**config.mk**
```make
export PLATFORM = sky130hd
export DESIGN_NAME = mouse_pkt_enc
export DESIGN_NICKNAME = d
export VERILOG_FILES = /design/src/rtl/mpe_pkg.sv /design/src/rtl/mpe_axis_acc.sv /design/src/rtl/mpe_btn_track.sv /design/src/rtl/mpe_pkt_fsm.sv /design/src/rtl/mouse_pkt_enc.sv
export SDC_FILE = /design/constraint.sdc
export NUM_CORES = 1
export LEC_CHECK = 0
export ABC_AREA = 1
export ABC_CLOCK_PERIOD_IN_PS = 3900
export BUFFER_PORTS_ARGS = -buffer_cell sky130_fd_sc_hd__buf_2
export CAP_MARGIN = 10
export CORE_UTILIZATION = 35
export CTS_CLUSTER_SIZE = 25
export DETAILED_ROUTE_END_ITERATION = 12
export HOLD_SLACK_MARGIN = 0.08
export PLACE_DENSITY = 0.53
export SETUP_SLACK_MARGIN = 0.05
export SLEW_MARGIN = 25
export SYNTH_ARGS = -nofsm -noshare
export SYNTH_HDL_FRONTEND = slang
export SYNTH_SLANG_ARGS = --single-unit
```
**constraint.sdc**
```tcl
create_clock -name clk -period 3.9 [get_ports clk]
set_input_delay 0.195 -clock clk [delete_from_list [all_inputs] [get_ports clk]]
set_output_delay 0.195 -clock clk [all_outputs]
set_load 0.005 [all_outputs]
```
**src/rtl/mpe_pkg.sv**
```systemverilog
package mpe_pkg;
  localparam logic [7:0] HDR_BASE = 8'h87;
  localparam int         BYTE_LIM = 127;

  typedef enum logic [1:0] {
    ST_IDLE = 2'd0,
    ST_HDR  = 2'd1,
    ST_XB   = 2'd2,
    ST_YB   = 2'd3
  } mpe_state_e;
endpackage

```
**src/rtl/mpe_axis_acc.sv**
```systemverilog
module mpe_axis_acc #(
  parameter int IN_W   = 8,
  parameter int ACC_W  = 16,
  parameter bit NEGATE = 1'b0
) (
  input  logic            clk,
  input  logic            rst_n,
  input  logic            in_valid,
  input  logic [IN_W-1:0] in_delta,
  input  logic            take,
  output logic [7:0]      sent_byte,
  output logic            is_zero
);
  localparam int EXT_W = ACC_W + 2;
  localparam logic signed [EXT_W-1:0] ACC_MAX = {3'b000, {(ACC_W-1){1'b1}}};
  localparam logic signed [EXT_W-1:0] ACC_MIN = -ACC_MAX;
  localparam logic signed [ACC_W-1:0] LIM_P   = ACC_W'(mpe_pkg::BYTE_LIM);
  localparam logic signed [ACC_W-1:0] LIM_N   = -LIM_P;

  logic signed [ACC_W-1:0] acc_q;
  logic signed [ACC_W-1:0] clamp_v;
  logic signed [EXT_W-1:0] d_ext, inc_v, dec_v, sum_v;

  always_comb begin
    if (acc_q > LIM_P)      clamp_v = LIM_P;
    else if (acc_q < LIM_N) clamp_v = LIM_N;
    else                    clamp_v = acc_q;
  end
  assign sent_byte = clamp_v[7:0];
  assign is_zero   = (acc_q == '0);

  generate
    if (NEGATE) begin : g_neg
      assign d_ext = -EXT_W'($signed(in_delta));
    end else begin : g_pos
      assign d_ext = EXT_W'($signed(in_delta));
    end
  endgenerate

  always_comb begin
    inc_v = in_valid ? d_ext : '0;
    dec_v = take ? EXT_W'(clamp_v) : '0;
    sum_v = EXT_W'(acc_q) - dec_v + inc_v;
  end

  always_ff @(posedge clk) begin
    if (!rst_n)               acc_q <= '0;
    else if (sum_v > ACC_MAX) acc_q <= ACC_MAX[ACC_W-1:0];
    else if (sum_v < ACC_MIN) acc_q <= ACC_MIN[ACC_W-1:0];
    else                      acc_q <= sum_v[ACC_W-1:0];
  end

  // the most negative code is never reached
  p_sym_sat_r10: assert property (@(posedge clk) disable iff (!rst_n)
    acc_q != {1'b1, {(ACC_W-1){1'b0}}});
  // a packet start with no new motion moves the accumulator toward zero
  p_drain_r6: assert property (@(posedge clk) disable iff (!rst_n)
    (take && !in_valid && acc_q > LIM_P) |=> (acc_q == $past(acc_q) - LIM_P));
endmodule

```
**src/rtl/mpe_btn_track.sv**
```systemverilog
module mpe_btn_track #(
  parameter int NBTN  = 3,
  parameter int SEL_W = 2
) (
  input  logic             clk,
  input  logic             rst_n,
  input  logic             btn_valid,
  input  logic [SEL_W-1:0] btn_sel,
  input  logic             btn_down,
  input  logic             take,
  output logic [NBTN-1:0]  btn_q,
  output logic             chg_q
);
  logic ev_ok;
  assign ev_ok = btn_valid && (int'(btn_sel) < NBTN);

  generate
    for (genvar i = 0; i < NBTN; i++) begin : g_bit
      always_ff @(posedge clk) begin
        if (!rst_n)                             btn_q[i] <= 1'b0;
        else if (ev_ok && int'(btn_sel) == i)   btn_q[i] <= btn_down;
      end
    end
  endgenerate

  always_ff @(posedge clk) begin
    if (!rst_n)     chg_q <= 1'b0;
    else if (ev_ok) chg_q <= 1'b1;
    else if (take)  chg_q <= 1'b0;
  end

  // a packet start without a new event leaves the flag clear
  p_chg_clear_r4: assert property (@(posedge clk) disable iff (!rst_n)
    (take && !btn_valid) |=> !chg_q);
  // an out-of-range index changes no button
  p_bad_sel_r11: assert property (@(posedge clk) disable iff (!rst_n)
    (btn_valid && int'(btn_sel) >= NBTN) |=> $stable(btn_q));
endmodule

```
**src/rtl/mpe_pkt_fsm.sv**
```systemverilog
module mpe_pkt_fsm
  import mpe_pkg::*;
(
  input  logic       clk,
  input  logic       rst_n,
  input  logic       sync_req,
  input  logic       pending,
  input  logic [7:0] hdr_in,
  input  logic [7:0] x_in,
  input  logic [7:0] y_in,
  output logic       take,
  output logic       out_valid,
  output logic [7:0] out_data,
  input  logic       out_ready
);
  mpe_state_e st_q;
  logic [7:0] hdr_q, x_q, y_q;
  logic       xfer;

  assign take      = (st_q == ST_IDLE) && sync_req && pending;
  assign out_valid = (st_q != ST_IDLE);
  assign xfer      = out_valid && out_ready;

  always_comb begin
    unique case (st_q)
      ST_HDR:  out_data = hdr_q;
      ST_XB:   out_data = x_q;
      ST_YB:   out_data = y_q;
      default: out_data = 8'h00;
    endcase
  end

  always_ff @(posedge clk) begin
    if (!rst_n) begin
      st_q  <= ST_IDLE;
      hdr_q <= '0;
      x_q   <= '0;
      y_q   <= '0;
    end else begin
      if (take) begin
        hdr_q <= hdr_in;
        x_q   <= x_in;
        y_q   <= y_in;
        st_q  <= ST_HDR;
      end else if (xfer) begin
        unique case (st_q)
          ST_HDR:  st_q <= ST_XB;
          ST_XB:   st_q <= ST_YB;
          default: st_q <= ST_IDLE;
        endcase
      end
    end
  end

  // a stalled byte is held
  p_hold_r7: assert property (@(posedge clk) disable iff (!rst_n)
    (out_valid && !out_ready) |=> (out_valid && $stable(out_data)));
  // the stream goes quiet after the Y byte
  p_y_last_r7: assert property (@(posedge clk) disable iff (!rst_n)
    (st_q == ST_YB && out_ready) |=> !out_valid);
  // header keeps its fixed upper pattern
  p_hdr_fixed_r3: assert property (@(posedge clk) disable iff (!rst_n)
    (st_q == ST_HDR) |-> (out_data[7:3] == 5'b10000));
  // a delta byte never holds -128
  p_x_range_r6: assert property (@(posedge clk) disable iff (!rst_n)
    (st_q == ST_XB || st_q == ST_YB) |-> (out_data != 8'h80));
  // nothing pending means no packet
  p_no_empty_r5: assert property (@(posedge clk) disable iff (!rst_n)
    (!out_valid && !pending) |=> !out_valid);
endmodule

```
**src/rtl/mouse_pkt_enc.sv**
```systemverilog
module mouse_pkt_enc
  import mpe_pkg::*;
#(
  parameter int IN_W  = 8,
  parameter int ACC_W = 16,
  parameter int NBTN  = 3,
  parameter int SEL_W = 2
) (
  input  logic             clk,
  input  logic             rst_n,
  input  logic             mot_valid,
  input  logic [IN_W-1:0]  mot_dx,
  input  logic [IN_W-1:0]  mot_dy,
  input  logic             btn_valid,
  input  logic [SEL_W-1:0] btn_sel,
  input  logic             btn_down,
  input  logic             sync_req,
  output logic             out_valid,
  output logic [7:0]       out_data,
  input  logic             out_ready
);
  logic            take;
  logic [7:0]      x_byte, y_byte, hdr_byte;
  logic            x_zero, y_zero, chg;
  logic [NBTN-1:0] btns;
  logic            pending;

  mpe_axis_acc #(.IN_W(IN_W), .ACC_W(ACC_W), .NEGATE(1'b0)) u_acc_x (
    .clk(clk), .rst_n(rst_n), .in_valid(mot_valid), .in_delta(mot_dx),
    .take(take), .sent_byte(x_byte), .is_zero(x_zero));

  mpe_axis_acc #(.IN_W(IN_W), .ACC_W(ACC_W), .NEGATE(1'b1)) u_acc_y (
    .clk(clk), .rst_n(rst_n), .in_valid(mot_valid), .in_delta(mot_dy),
    .take(take), .sent_byte(y_byte), .is_zero(y_zero));

  mpe_btn_track #(.NBTN(NBTN), .SEL_W(SEL_W)) u_btn (
    .clk(clk), .rst_n(rst_n), .btn_valid(btn_valid), .btn_sel(btn_sel),
    .btn_down(btn_down), .take(take), .btn_q(btns), .chg_q(chg));

  assign hdr_byte = HDR_BASE ^ {{(8-NBTN){1'b0}}, btns};
  assign pending  = chg || !x_zero || !y_zero;

  mpe_pkt_fsm u_fsm (
    .clk(clk), .rst_n(rst_n), .sync_req(sync_req), .pending(pending),
    .hdr_in(hdr_byte), .x_in(x_byte), .y_in(y_byte), .take(take),
    .out_valid(out_valid), .out_data(out_data), .out_ready(out_ready));

  // no new packet starts while one is in flight
  p_busy_ignore_r8: assert property (@(posedge clk) disable iff (!rst_n)
    (out_valid && !out_ready) |-> !take);
endmodule

```
==> results.md <==
- In the layout the commonest cells are nand2_1, buf_4, inv_1.
- Across all layers, the routed design uses 6918 vias.
- The beginning of the worst register-to-register path is u_acc_x.acc_q[0].
- The share of the synthesized netlist area taken by xor and xnor gates is 2.71%.
- For hold timing, the worst endpoint is u_btn.btn_q[2].
- The die width is 135 um.
- The die covers 18100 um2.
- In the global route stage, met3 resource usage came out at under 10%.
- Once detailed placement completed, the half-perimeter wirelength came to ~16000 um.
- After synthesis, the largest family of logic cells by area is simple AND/OR/NAND/NOR gates.
- At the worst endpoint, the required time is between 4 and 5 ns.
- Setup slack on the worst reg-to-reg path comes out at -0.22 ns.
- The max-capacitance violation count is 0.
- The capture instance of the worst register-to-register path is u_acc_x.acc_q[2].
- The instance area after placement is around 8000 um2.
- The setup path with the least slack is of type reg -> reg.
- Setup repair after global routing could not meet its margin everywhere.
- The remaining global-route overflow is 0.
- STA classifies the critical path startpoint as a flip-flop.
- The area overhead of the layout relative to synthesis is 61.1%.
- The total of warnings raised by yosys is 0.
- The post-synthesis instance total is 989.
- In the global route stage, met1 resource usage came out at 33.0%.
- The period utilization is 106%.
- Once layout is complete, the utilization of the core stands at 57.4%.
- The number of diodes is 0.
- The share of post-route cells with drive strength above 1 is 44.3%.
- TritonCTS built the clock tree.
- The effective utilization at floorplan is between 30 and 40%.
- The number of distinct library cell variants in the gate-level netlist after synthesis is 32.
- The met2 track demand over resource is 38.0%.
- Counting I/O delays and the setup requirement, the final critical path takes 4.12 ns.
- The total of flip-flops plus latches after synthesis is 58.
- In this run the remaining antenna-violating nets after routing total 0.
- The sum of routed wire length over all layers is about 21000 um.
- The worst min-delay path class is in -> reg.
- The fraction of the yosys area taken by sequential cells is a little under a fifth.
- The number of iterations in the first detailed-routing pass is 4.
- The number of failing hold endpoints at the final stage is 0.
- The share of synthesized cell area in full adder, half adder and majority cells is 20.3%.
- The global placer's final weighted congestion is 0.960.
- The global-route wire length before repair is around 33000 um.
- The worst setup path is captured at a flip-flop.
- The number of hold buffers added after CTS was 0.
- The via count of the first global-routing pass is roughly 6600.
- Setup violations remaining at the end of the flow were counted as 30.
- Measured against the total synthesized area, the mux share comes to 0%.
- The post-synthesis average cell area is 6.22 um2.
- The floorplan step set the die height to 135 um.
- The maximum level of the CTS H-tree is 3.
- The count of boundary I/O pins is 34.
- The relative max-transition margin is 53.0%.
- The post-synthesis share of cell area spent on and, or, nand and nor gates is between 30% and 40%.
- The most common cell after layout, fill and taps aside is nand2_1.
- The final worst clock skew is 0.0101 ns.
- The total count of max-transition violations in the final report is 0.
- The data arrival time of the worst path is 4.34 ns.
- The insertion delay to the later sink of the worst-skew pair is 0.33 ns.
- The transition time at the pin with the least slew margin is 0.704 ns.
- The count of buffers added on input and output ports is 33.
- The layer carrying the most global-route usage is met2.
- The post-layout instance count excluding filler cells is 1464.
- In this run the most critical hold path is launched from btn_sel[1].
- The post-route cell area is 9900 um2.
- Summing the areas of all compound-gate instances in the mapped netlist gives 9.75% of the synthesized area.
- Counting the buffers created by CTS gives 9.
- The total of fill cells in the finished design is 1568.
- The run finished, with violations left.
- The maximum buffer depth of the clock tree is 2.
- The post-layout worst setup margin is -0.224 ns.
- Entering global routing, the biggest net connects 57 pins.
- The post-route setup TNS is -4.09 ns.
- The synthesized netlist occupies a cell area of 6150 um2.
- Counting tap cells, the placed design contains a total of between 1000 and 1500 instances.
- The number of DRC violations after detailed-routing iteration 0 is 344.
- The average wire per standard cell is 14.2 um.
- For this run, design rule violations remaining after detail routing come to 0.
- The checks that failed: negative setup slack.
- The post-detailed-route via-to-cell ratio is 4.73.
- The worst hold path passes through 3 cells.
- The number of antenna violations at the first check in global routing came to 0.
- The worst-path maximum fanout is 8.
- The clock tree root driver cell is clkbuf_16.
- The top achievable clock speed is around 0.24 GHz.
- When the netlist entered floorplanning its net count stood at 1094.
- The cell row count is between 40 and 50.
- The number of cells on the worst reg-to-reg path is 25.
- After clock tree synthesis, the clock-pin slew on the worst setup and hold paths is roughly 0.060 ns.
- For this run, the total global-route usage over all layers was measured as 23.2%.
- The TritonCTS sink count is 58.
- The floorplan core area is 17200 um2.
- At the end of the flow, the number of nets in the layout was 1339.
## cell usage after synthesis
master	count	area share, %
nand2_2	6	0.61
a21oi_1	71	5.8
nand2_1	297	18
or2_2	3	0.31
nand3_1	90	7.3
a41oi_1	1	0.14
a31oi_1	2	0.20
buf_4	5	0.61
o21ai_0	30	2.4
nand4_1	15	1.5
xor2_1	12	1.7
and2_1	2	0.20
nor3_1	7	0.57
buf_2	3	0.24
o211ai_1	2	0.24
nor2_2	4	0.41
nor2_1	63	3.8
xnor2_1	7	1.0
buf_6	1	0.18
inv_2	2	0.12
clkbuf_1	11	0.67
a21oi_2	3	0.43
fa_1	33	11
ha_1	47	9.6
o21a_1	2	0.24
inv_1	198	12
o31ai_1	1	0.12
nand3b_1	4	0.49
a2111oi_0	1	0.14
dfxtp_1	58	19
nor4_1	5	0.51
nand3_2	3	0.49
## sequential cells by signal, indices dropped and copies added, names as in the netlist
register       flops
u_acc_x.acc_q     16
u_acc_y.acc_q     16
u_fsm.x_q          8
u_fsm.y_q          8
u_fsm.hdr_q        4
u_btn.btn_q        3
u_fsm.st_q         2
u_btn.chg_q        1
## kinds of logic (layout without fill, tap and decap cells)
group,after synthesis,in the layout
and+or+nand+nor,499,501
DFF,58,58
adders and majority gates,80,80
xor gates and xnor gates,19,19
AOI/OAI and AO/OA,113,113
buffers and inverters,220,468
## metrics by stage
step | setup WS (ns) | hold WS [ns]
4_1_cts | -0.113 | 0.168
5_1_grt | -0.429 | 0.182
6_report | -0.224 | 0.175
3_5_place_dp | -0.697 | 0.429
3_3_place_gp | -0.728 | 0.425
2_1_floorplan | 0.0750 | 0.356
## worst max path at each step
stage | from | to | slack (ns)
6_report | u_acc_x.acc_q[0] | u_acc_x.acc_q[2] | -0.22
3_5_place_dp | u_acc_x.acc_q[0] | u_acc_x.acc_q[5] | -0.70
5_1_grt | u_acc_x.acc_q[0] | u_acc_x.acc_q[2] | -0.43
4_1_cts | u_acc_x.acc_q[3] | u_acc_x.acc_q[8] | -0.11
2_1_floorplan | u_acc_x.acc_q[1] | u_acc_x.acc_q[4] | 0.07
3_3_place_gp | u_acc_x.acc_q[0] | u_acc_x.acc_q[5] | -0.73
## per-layer routing
metal  wire length (um)  part of all wire [%]  up-vias
li1                   -                     -     3582
met1              10300                    50     3192
met2               9560                    46      126
met3                684                   3.3       18
met4                211                   1.0        0
met5                  0                     0        -
## repair_timing
| action | in CTS | in global routing |
|---|---|---|
| endpoints found under the hold margin | 0 | 0 |
| pin swaps | 81 | 55 |
| cloned | 2 | 1 |
| buffers inserted | 31 | 13 |
| gates resized for setup | 210 | 142 |
| endpoints found under the setup margin | 31 | 31 |
## critical path, stage by stage (launching register included)
cell      delay, ns
dfxtp_2        0.34
nor4_4         0.32
a41oi_2        0.17
nand3b_1       0.17
ha_4           0.24
buf_6          0.13
o21ai_2        0.14
nand2_2        0.12
fa_1           0.61
ha_4           0.24
nand2_1        0.08
nand2_2        0.08
a21oi_2        0.15
nand2_2        0.10
nand2_1        0.09
nand2_1        0.06
nand2_1        0.06
nand2_1        0.07
inv_1          0.08
nor2_1         0.06
nand2_2        0.08
nand2_2        0.06
nor2_4         0.17
nand3_4        0.18
nand3_2        0.12
nand2_1        0.07
## final cells by class
cell class / instances / area (um2) / area share, %
clock buffer: 10 / 229 / 2.31
clock inverter: 6 / 105 / 1.06
inverter: 200 / 767 / 7.75
multi-input combinational: 713 / 5460 / 55.1
sequential: 58 / 1180 / 11.9
tap: 225 / 282 / 2.84
timing repair buffer: 252 / 1880 / 19.0
Power is not shown: default switching activity piles up to over one toggle a cycle in this logic, so the estimate is an artifact.
